--- config.mk ---
export PLATFORM = sky130hd
export DESIGN_NAME = burst_addr_seq
export DESIGN_NICKNAME = d
export VERILOG_FILES = /design/src/rtl/bac_pkg.sv /design/src/rtl/bac_beat_ctr.sv /design/src/rtl/bac_start_reg.sv /design/src/rtl/bac_order_map.sv /design/src/rtl/burst_addr_seq.sv
export SDC_FILE = /design/constraint.sdc
export NUM_CORES = 1
export LEC_CHECK = 0
export ABC_CLOCK_PERIOD_IN_PS = 1300
export BUFFER_PORTS_ARGS = -buffer_cell sky130_fd_sc_hd__buf_2
export CAP_MARGIN = 0
export CORE_AREA = 2 2 39 41
export DETAILED_ROUTE_END_ITERATION = 12
export DIE_AREA = 0 0 41 43
export PLACE_DENSITY = 0.74
export SLEW_MARGIN = 20
export SYNTH_ARGS = -nofsm -noshare
export SYNTH_HDL_FRONTEND = slang
export SYNTH_SLANG_ARGS = --single-unit
--- constraint.sdc ---
create_clock -name clk -period 1.3 [get_ports clk]
set_clock_uncertainty 0.2 [all_clocks]
set_input_delay 0.26 -clock clk [delete_from_list [all_inputs] [get_ports clk]]
set_output_delay 0.26 -clock clk [all_outputs]
set_load 0.02 [all_outputs]
--- src/rtl/bac_pkg.sv ---
package bac_pkg;
  typedef enum logic {
    ORD_LINEAR = 1'b0,
    ORD_XOR    = 1'b1
  } order_e;

  typedef enum logic {
    OP_LOAD    = 1'b0,
    OP_ADVANCE = 1'b1
  } op_e;
endpackage

--- src/rtl/bac_beat_ctr.sv ---
// Beat index: cleared on load, incremented with natural wrap on advance.
module bac_beat_ctr #(
  parameter int BEAT_W = 2
) (
  input  logic              clk,
  input  logic              rst_n,
  input  logic              ce,
  input  logic              adv,
  output logic [BEAT_W-1:0] beat
);
  import bac_pkg::*;

  op_e op;
  assign op = op_e'(adv);

  always_ff @(posedge clk) begin
    if (!rst_n) begin
      beat <= '0;
    end else if (ce) begin
      if (op == OP_LOAD) beat <= '0;
      else               beat <= beat + 1'b1;
    end
  end
endmodule

--- src/rtl/bac_start_reg.sv ---
// Holds the captured address fields (upper bits and start beat).
module bac_start_reg #(
  parameter int W = 8
) (
  input  logic         clk,
  input  logic         rst_n,
  input  logic         load_en,
  input  logic [W-1:0] d,
  output logic [W-1:0] q
);
  always_ff @(posedge clk) begin
    if (!rst_n)       q <= '0;
    else if (load_en) q <= d;
  end
endmodule

--- src/rtl/bac_order_map.sv ---
// Maps start value and beat index onto the beat address for either order.
module bac_order_map #(
  parameter int BEAT_W = 2
) (
  input  logic              order_sel,
  input  logic [BEAT_W-1:0] start,
  input  logic [BEAT_W-1:0] beat,
  output logic [BEAT_W-1:0] lo
);
  import bac_pkg::*;

  logic [BEAT_W-1:0] lin_lo;
  logic [BEAT_W-1:0] xor_lo;

  assign lin_lo = start + beat;

  for (genvar b = 0; b < BEAT_W; b++) begin : g_xor_bit
    assign xor_lo[b] = start[b] ^ beat[b];
  end

  always_comb begin
    unique case (order_e'(order_sel))
      ORD_LINEAR: lo = lin_lo;
      ORD_XOR:    lo = xor_lo;
      default:    lo = lin_lo;
    endcase
  end
endmodule

--- src/rtl/burst_addr_seq.sv ---
module burst_addr_seq #(
  parameter int ADDR_W = 10,
  parameter int BEAT_W = 2
) (
  input  logic              clk,
  input  logic              rst_n,
  input  logic              ce,
  input  logic              adv,
  input  logic              order_sel,
  input  logic [ADDR_W-1:0] addr_in,
  output logic [ADDR_W-1:0] arr_addr
);
  localparam int HI_W = ADDR_W - BEAT_W;

  logic              load_en;
  logic [BEAT_W-1:0] beat;
  logic [BEAT_W-1:0] start_q;
  logic [HI_W-1:0]   hi_q;
  logic [BEAT_W-1:0] lo;

  assign load_en = ce & ~adv;

  bac_beat_ctr #(.BEAT_W(BEAT_W)) u_beat (
    .clk(clk), .rst_n(rst_n), .ce(ce), .adv(adv), .beat(beat)
  );

  bac_start_reg #(.W(BEAT_W)) u_start (
    .clk(clk), .rst_n(rst_n), .load_en(load_en),
    .d(addr_in[BEAT_W-1:0]), .q(start_q)
  );

  bac_start_reg #(.W(HI_W)) u_hi (
    .clk(clk), .rst_n(rst_n), .load_en(load_en),
    .d(addr_in[ADDR_W-1:BEAT_W]), .q(hi_q)
  );

  bac_order_map #(.BEAT_W(BEAT_W)) u_map (
    .order_sel(order_sel), .start(start_q), .beat(beat), .lo(lo)
  );

  assign arr_addr = {hi_q, lo};
endmodule

==> results of run 1 <==
## worst paths after layout
| kind | from | to | slack, ns | cells after the start |
|---|---|---|---|---|
| setup / recovery | u_beat.beat[0]$_SDFFE_PN0P_ | arr_addr[1] | -0.36 | 4 |
| hold / removal | addr_in[8] | u_hi.q[6]$_SDFFE_PN0P_ | 0.004 | 3 |
| setup reg to reg | u_beat.beat[0]$_SDFFE_PN0P_ | u_beat.beat[1]$_SDFFE_PN0P_ | 0.09 | 5 |
| hold reg to reg | u_hi.q[5]$_SDFFE_PN0P_ | u_hi.q[5]$_SDFFE_PN0P_ | 0.25 | 2 |
## layer usage
| metal | GRT usage [%] | part of all wire [%] |
|---|---|---|
| met4 | 6.00 | 1.3 |
| met1 | 15.4 | 41 |
| met5 | 0 | 0 |
| met3 | 7.85 | 8.0 |
| met2 | 24.1 | 50 |
## cells in the mapped netlist, drive strengths merged
cell     n
mux2i    1
xnor2    2
nand2   21
a31o     1
clkbuf   1
ha       1
nand3    1
nor3b    1
and2     1
nand2b   1
buf      2
o21ai    1
a21boi  10
nor2b    2
dfxtp   12
inv      1
## stage by stage
step                      power [uW]  setup slack (ns)  instance area (um^2)
after floorplan                  476            0.0116                   536
after global placement           525           -0.0951                   689
after detailed placement         528            -0.136                   689
after CTS                        845            -0.369                   759
after global routing             873            -0.399                   767
final                            839            -0.359                   767
## state kept, by name, summed over array words and instances (netlist names)
register / flops
u_hi.q: 8
u_beat.beat: 2
u_start.q: 2
## layout by cell type (no fill, tap or decap), drive strengths merged
cell         synthesis  final
buf                  2     29
nand2               21     21
dfxtp               12     12
a21boi              10     10
clkbuf               1      4
xnor2                2      2
nor2b                2      2
nand2b               1      1
inv                  1      1
o21ai                1      1
nand3                1      1
nor3b                1      1
a31o                 1      1
mux2i                1      1
and2                 1      1
ha                   1      1
dlygate4sd3          0      1
## worst register-to-register path: stages, from the launching register on
cell,delay [ns]
dfxtp_2,0.34
buf_4,0.13
buf_4,0.13
nand3_1,0.06
nor3b_1,0.05
a31o_2,0.20
## cell families after synthesis
family,Yosys count
simple gates,27
compound gates,12
flops,12
buf+inv,4
xor+xnor,2
mux,1
fa+ha+maj,1
## repair_timing
item,CTS,global route
hold buffers,1,0
endpoints found under the setup margin,2,2
pin swaps,1,0
resized for setup,6,0
setup buffers,0,1
endpoints found under the hold margin,1,0
## power by group through the flow
| stage | registers, uW | logic, uW | clock network (uW) |
|---|---|---|---|
| after floorplan | 416 | 60.0 | 0 |
| after global placement | 400 | 125 | 0 |
| after detailed placement | 401 | 127 | 0 |
| after CTS | 394 | 139 | 312 |
| after global routing | 396 | 153 | 324 |
| final | 394 | 140 | 305 |
## area by class of cell
class	instances	area (um^2)
inverter	1	3.75
multi-input combinational	43	284
fill	130	617
timing repair buffer	30	180
tap	16	20.0
clock buffer	4	36.3
sequential	12	243
==> out/results.tsv, run 1 <==
metric	value	unit
Worst path slowest cell	dfxtp_2	
fin cells	106	
CP Launch Type	flop	
Reg clk slew, reported paths	0.08	ns
Logic pwr share	16.7	%
Setup WS post-layout	-0.359	ns
RePlAce Congestion	0.686	
IO buf count	24	
Psw	212	uW
share of cells above drive strength 1	43.3	%
post-synthesis cell area	505	um^2
max-cap violations	0	
DR vias	477	
Post-Synth Adder-Cell Area	2.48	%
Sequential Power Share	46.9	%
final slew viol count	0	
GRT Overall Usage	14.9	%
critical path's largest stage delay	0.36	ns
cells after synthesis	59	
Synth area leaders	dfxtp_1 48%, nand2_1 16%, a21boi_1 15%, xnor2_1 3.5%, ha_1 2.5%	
CTS max path bufs	2	
Post-Synth Simple-Gate Area	23.0	%
IO Pins	25	
Worst Path Required	0.84	ns
Sink Count	12	
syn nets	75	
Yosys top cell area share	47.5	%
Critical Path End Type	primary output	
residual DRC count	0	
peak supply drop	0.784	mV
Pleak	0.000353	uW
clock root buffer	clkbuf_4	
Synth Area in XOR/XNOR	3.47	%
part of the power in the clock network	36.4	%
Post-Route Utilization	55.4	%
status	finished with violations	
Max Clock Freq	603	MHz
total CTS buffers	3	
post-synthesis mux area share	1.98	%
final hold violations	0	
largest family of logic cells by synthesized area	simple AND/OR/NAND/NOR gates	
Worst EP arrival	1.20	ns
worst setup path class	reg2out	
largest net degree at the start of global routing	14	
Final TNS setup	-0.513	ns
fin nets	107	
critical path cell sequence	ha_4 > nor2b_4 > xnor2_4 > buf_6	
Syn Area/Cell	8.57	um^2
first-pass GRT wire length	1.75	mm
vias in the first global route	448	
Period minus WS final	1.66	ns
Seq/Total Area, Yosys	47.5	%
drt wl/cell	10.2	um
Die Area	0.00176	mm^2
Compound-Gate Fraction of Synth Area	17.6	%
CTS tree	done	
Die Height	43	um
endpoints failing setup	2	
GR Overflow Total	0	
initial antenna violation count	0	
Max H-tree Level	1	
hold slack	0.00429	ns
switch share	25.3	%
placed wire-length estimate	772	um
Core Area	0.00138	mm^2
Pint	626	uW
drt pass-1 iters	3	
Initial Util	36.5	%
FP Rows	14	
FF+latch count, synth	12	
Worst slew margin	74.3	%
part of the cycle the worst path needs	128	%
CP top delay family	flip-flops	
Die Wd	41	um
Hold/Removal Path Class	in2reg	
# diodes	0	
first-iteration detailed-routing DRC count	13	
DR vias/cell	4.50	
post-route ant nets	0	
failing checks	setup timing	
area leader, netlist	dfxtp_1	
Power Dens Cells	1090	mW/mm^2
Netlist cell types	17	
placed cell count	100	
RSZ-0062 raised after global routing	true	
worst skew pair latency	0.27	ns
Routed WL	1.08	mm
Critical Path Fanout Max	2	
area delta synth->final	51.7	%
Slew @ Worst Pin	0.386	ns
critical path buffer and inverter count	1	
Yosys Warn Count	0	
Note: power is estimated with default switching activity, not from simulation.
==> run 2: changes to the inputs <==
--- a/config.mk
+++ b/config.mk
@@ -11,6 +11,7 @@
 export CORE_AREA = 2 2 39 41
 export DETAILED_ROUTE_END_ITERATION = 12
 export DIE_AREA = 0 0 41 43
+export HOLD_SLACK_MARGIN = 0.1
 export PLACE_DENSITY = 0.74
 export SLEW_MARGIN = 20
 export SYNTH_ARGS = -nofsm -noshare
==> run 2 against run 1 <==
The flow still finishes with violations (setup timing). Via count increased by 8.8%. Power increased by 2.0%. Flip-flop and latch count unchanged. Count of clock-buffer cells in the layout unchanged. Core utilization increased by 6.5 points. Largest power group unchanged. Combinational power increased by 16%. Sequential share of layout area decreased by 3.3 points. Cell count increased by 8.5%.
==> out/results.tsv, run 2 (synthesis gave the netlist of run 1 again) <==
metric	value	unit	change
FP Rows	14		unchanged
Worst Path Required	0.84	ns	about the same
first-pass GRT wire length	2.06	mm	was 1.75 mm
GR Overflow Total	0		unchanged
clock root buffer	clkbuf_4		unchanged
Max Clock Freq	607	MHz	was 603 MHz
# diodes	0		unchanged
worst setup path class	reg2out		unchanged
Hold/Removal Path Class	in2reg		unchanged
largest registers	u_hi.q: 8 flops, u_beat.beat: 2 flops, u_start.q: 2 flops		unchanged
final hold violations	0		unchanged
Critical Path Fanout Max	2		unchanged
FF/Latch Area	243	um^2	unchanged
Final TNS setup	-0.495	ns	was -0.513 ns
peak supply drop	0.715	mV	was 0.784 mV
placed wire-length estimate	772	um	unchanged
GRT Overall Usage	17.7	%	was 14.9%
endpoints failing setup	2		unchanged
multi-input logic area	284	um^2	unchanged
Die Height	43	um	unchanged
total CTS buffers	3		unchanged
IO buf count	24		unchanged
fin nets	116		was 107
Die Area	0.00176	mm^2	unchanged
WHS Path Cells	2		was 3
status	finished with violations		unchanged
failing checks	setup timing		unchanged
area delta synth->final	69.6	%	was 51.7%
initial antenna violation count	0		unchanged
Reg with most FFs	u_hi.q		unchanged
Power Dens Cells	999	mW/mm^2	was 1090 mW/mm^2
Period minus WS final	1.65	ns	was 1.66 ns
RePlAce Congestion	0.686		unchanged
Critical Path End Type	primary output		unchanged
DR vias	519		was 477
Die Wd	41	um	unchanged
Slew @ Worst Pin	0.388	ns	was 0.386 ns
Worst EP arrival	1.19	ns	was 1.20 ns
RSZ-0062 raised after global routing	true		unchanged
critical path buffer and inverter count	1		unchanged
commonest non-fill, non-tap cell in the layout	buf_2		unchanged
Initial Util	36.5	%	unchanged
critical path cell sequence	ha_4 > nor2b_4 > xnor2_4 > buf_6		unchanged
Pleak	0.000390	uW	was 0.000353 uW
Max H-tree Level	1		unchanged
Sink Count	12		unchanged
Worst path slowest cell	dfxtp_2		unchanged
residual DRC count	0		unchanged
worst skew pair latency	0.27	ns	about the same
Routed WL	1.22	mm	was 1.08 mm
reg2reg path depth	5		unchanged
Post-Route Utilization	61.9	%	was 55.4%
final slew viol count	0		unchanged
max-cap violations	0		unchanged
Core Area	0.00138	mm^2	unchanged
CP top delay family	flip-flops		unchanged
first-iteration detailed-routing DRC count	4		was 13
Reg clk slew, reported paths	0.08	ns	about the same
max reg flops	8		unchanged
Worst slew margin	74.1	%	was 74.3%
hold slack	0.128	ns	was 0.00429 ns
Setup WS post-layout	-0.347	ns	was -0.359 ns
critical path's largest stage delay	0.36	ns	about the same
fin cells	115		was 106
share of cells above drive strength 1	39.4	%	was 43.3%
CP Launch Type	flop		unchanged
drt wl/cell	10.6	um	was 10.2 um
IO Pins	25		unchanged
most frequent cells in the layout	22 x buf_2, 21 x nand2_1, 10 x a21boi_1, 10 x dlygate4sd3_1, 10 x dfxtp_1		was 22 x buf_2, 21 x nand2_1, 10 x a21boi_1, 10 x dfxtp_1, 5 x buf_4
Crit. path cell count	4		unchanged
worst reg2reg setup slack	0.09	ns	about the same
CTS max path bufs	2		unchanged
fill count	120		was 130
post-route ant nets	0		unchanged
placed cell count	100		unchanged
CTS tree	done		unchanged
vias in the first global route	517		was 448
largest net degree at the start of global routing	14		unchanged
drt pass-1 iters	4		was 3
part of the cycle the worst path needs	127	%	was 128%
DR vias/cell	4.51		was 4.50
Total Power	856	uW	was 839 uW
[run 2: cell types whose count changed in the layout (fill, tap and decap cells not counted), sizes merged]
cell	delta
dlygate4sd3	+9
[run 2: report_power, final]
| group | internal, uW | total, uW | switching [uW] |
|---|---|---|---|
| Sequential | 385 | 394 | 9.37 |
| Combinational | 88.9 | 162 | 73.2 |
| Clock | 171 | 300 | 129 |
| Total | 644 | 856 | 212 |
[run 2: repair_timing]
item	in CTS	in global routing
endpoints found under the setup margin	2	2
pin swaps	1	0
resized for setup	6	0
buffers inserted	0	1
gates cloned	0	0
endpoints found under the hold margin	10	0
hold buffers	10	0
[run 2: through the flow]
step,area [um^2],setup WS [ns]
floorplan,536,0.0116
global placement,689,-0.0951
detailed placement,689,-0.136
CTS,850,-0.369
global route,857,-0.395
finish,857,-0.347
[run 2: layout make-up]
type                       count  area share [%]
multi-input combinational     43            33.1
timing repair buffer          39            31.5
sequential                    12            28.3
clock buffer                   4            4.23
tap                           16            2.34
inverter                       1           0.438
[run 2: final timing paths]
| check | start | endpoint |
|---|---|---|
| setup / recovery | u_beat.beat[0]$_SDFFE_PN0P_ | arr_addr[1] |
| hold / removal | rst_n | u_beat.beat[0]$_SDFFE_PN0P_ |
| setup reg to reg | u_beat.beat[0]$_SDFFE_PN0P_ | u_beat.beat[1]$_SDFFE_PN0P_ |
| hold reg to reg | u_hi.q[5]$_SDFFE_PN0P_ | u_hi.q[5]$_SDFFE_PN0P_ |
[run 2: metal layers]
metal / wire, um / track usage, % / up-vias
met4: 17 / 6.00 / 0
met1: 456 / 17.0 / 231
met5: 0 / 0 / -
met3: 71 / 7.85 / 3
li1: - / - / 270
met2: 671 / 30.9 / 15
[run 2: worst reg2reg max path, cell delays in order, from the launching register on]
cell	delay (ns)
dfxtp_2	0.36
buf_4	0.11
buf_4	0.11
nand3_1	0.06
nor3b_1	0.21
a31o_2	0.12
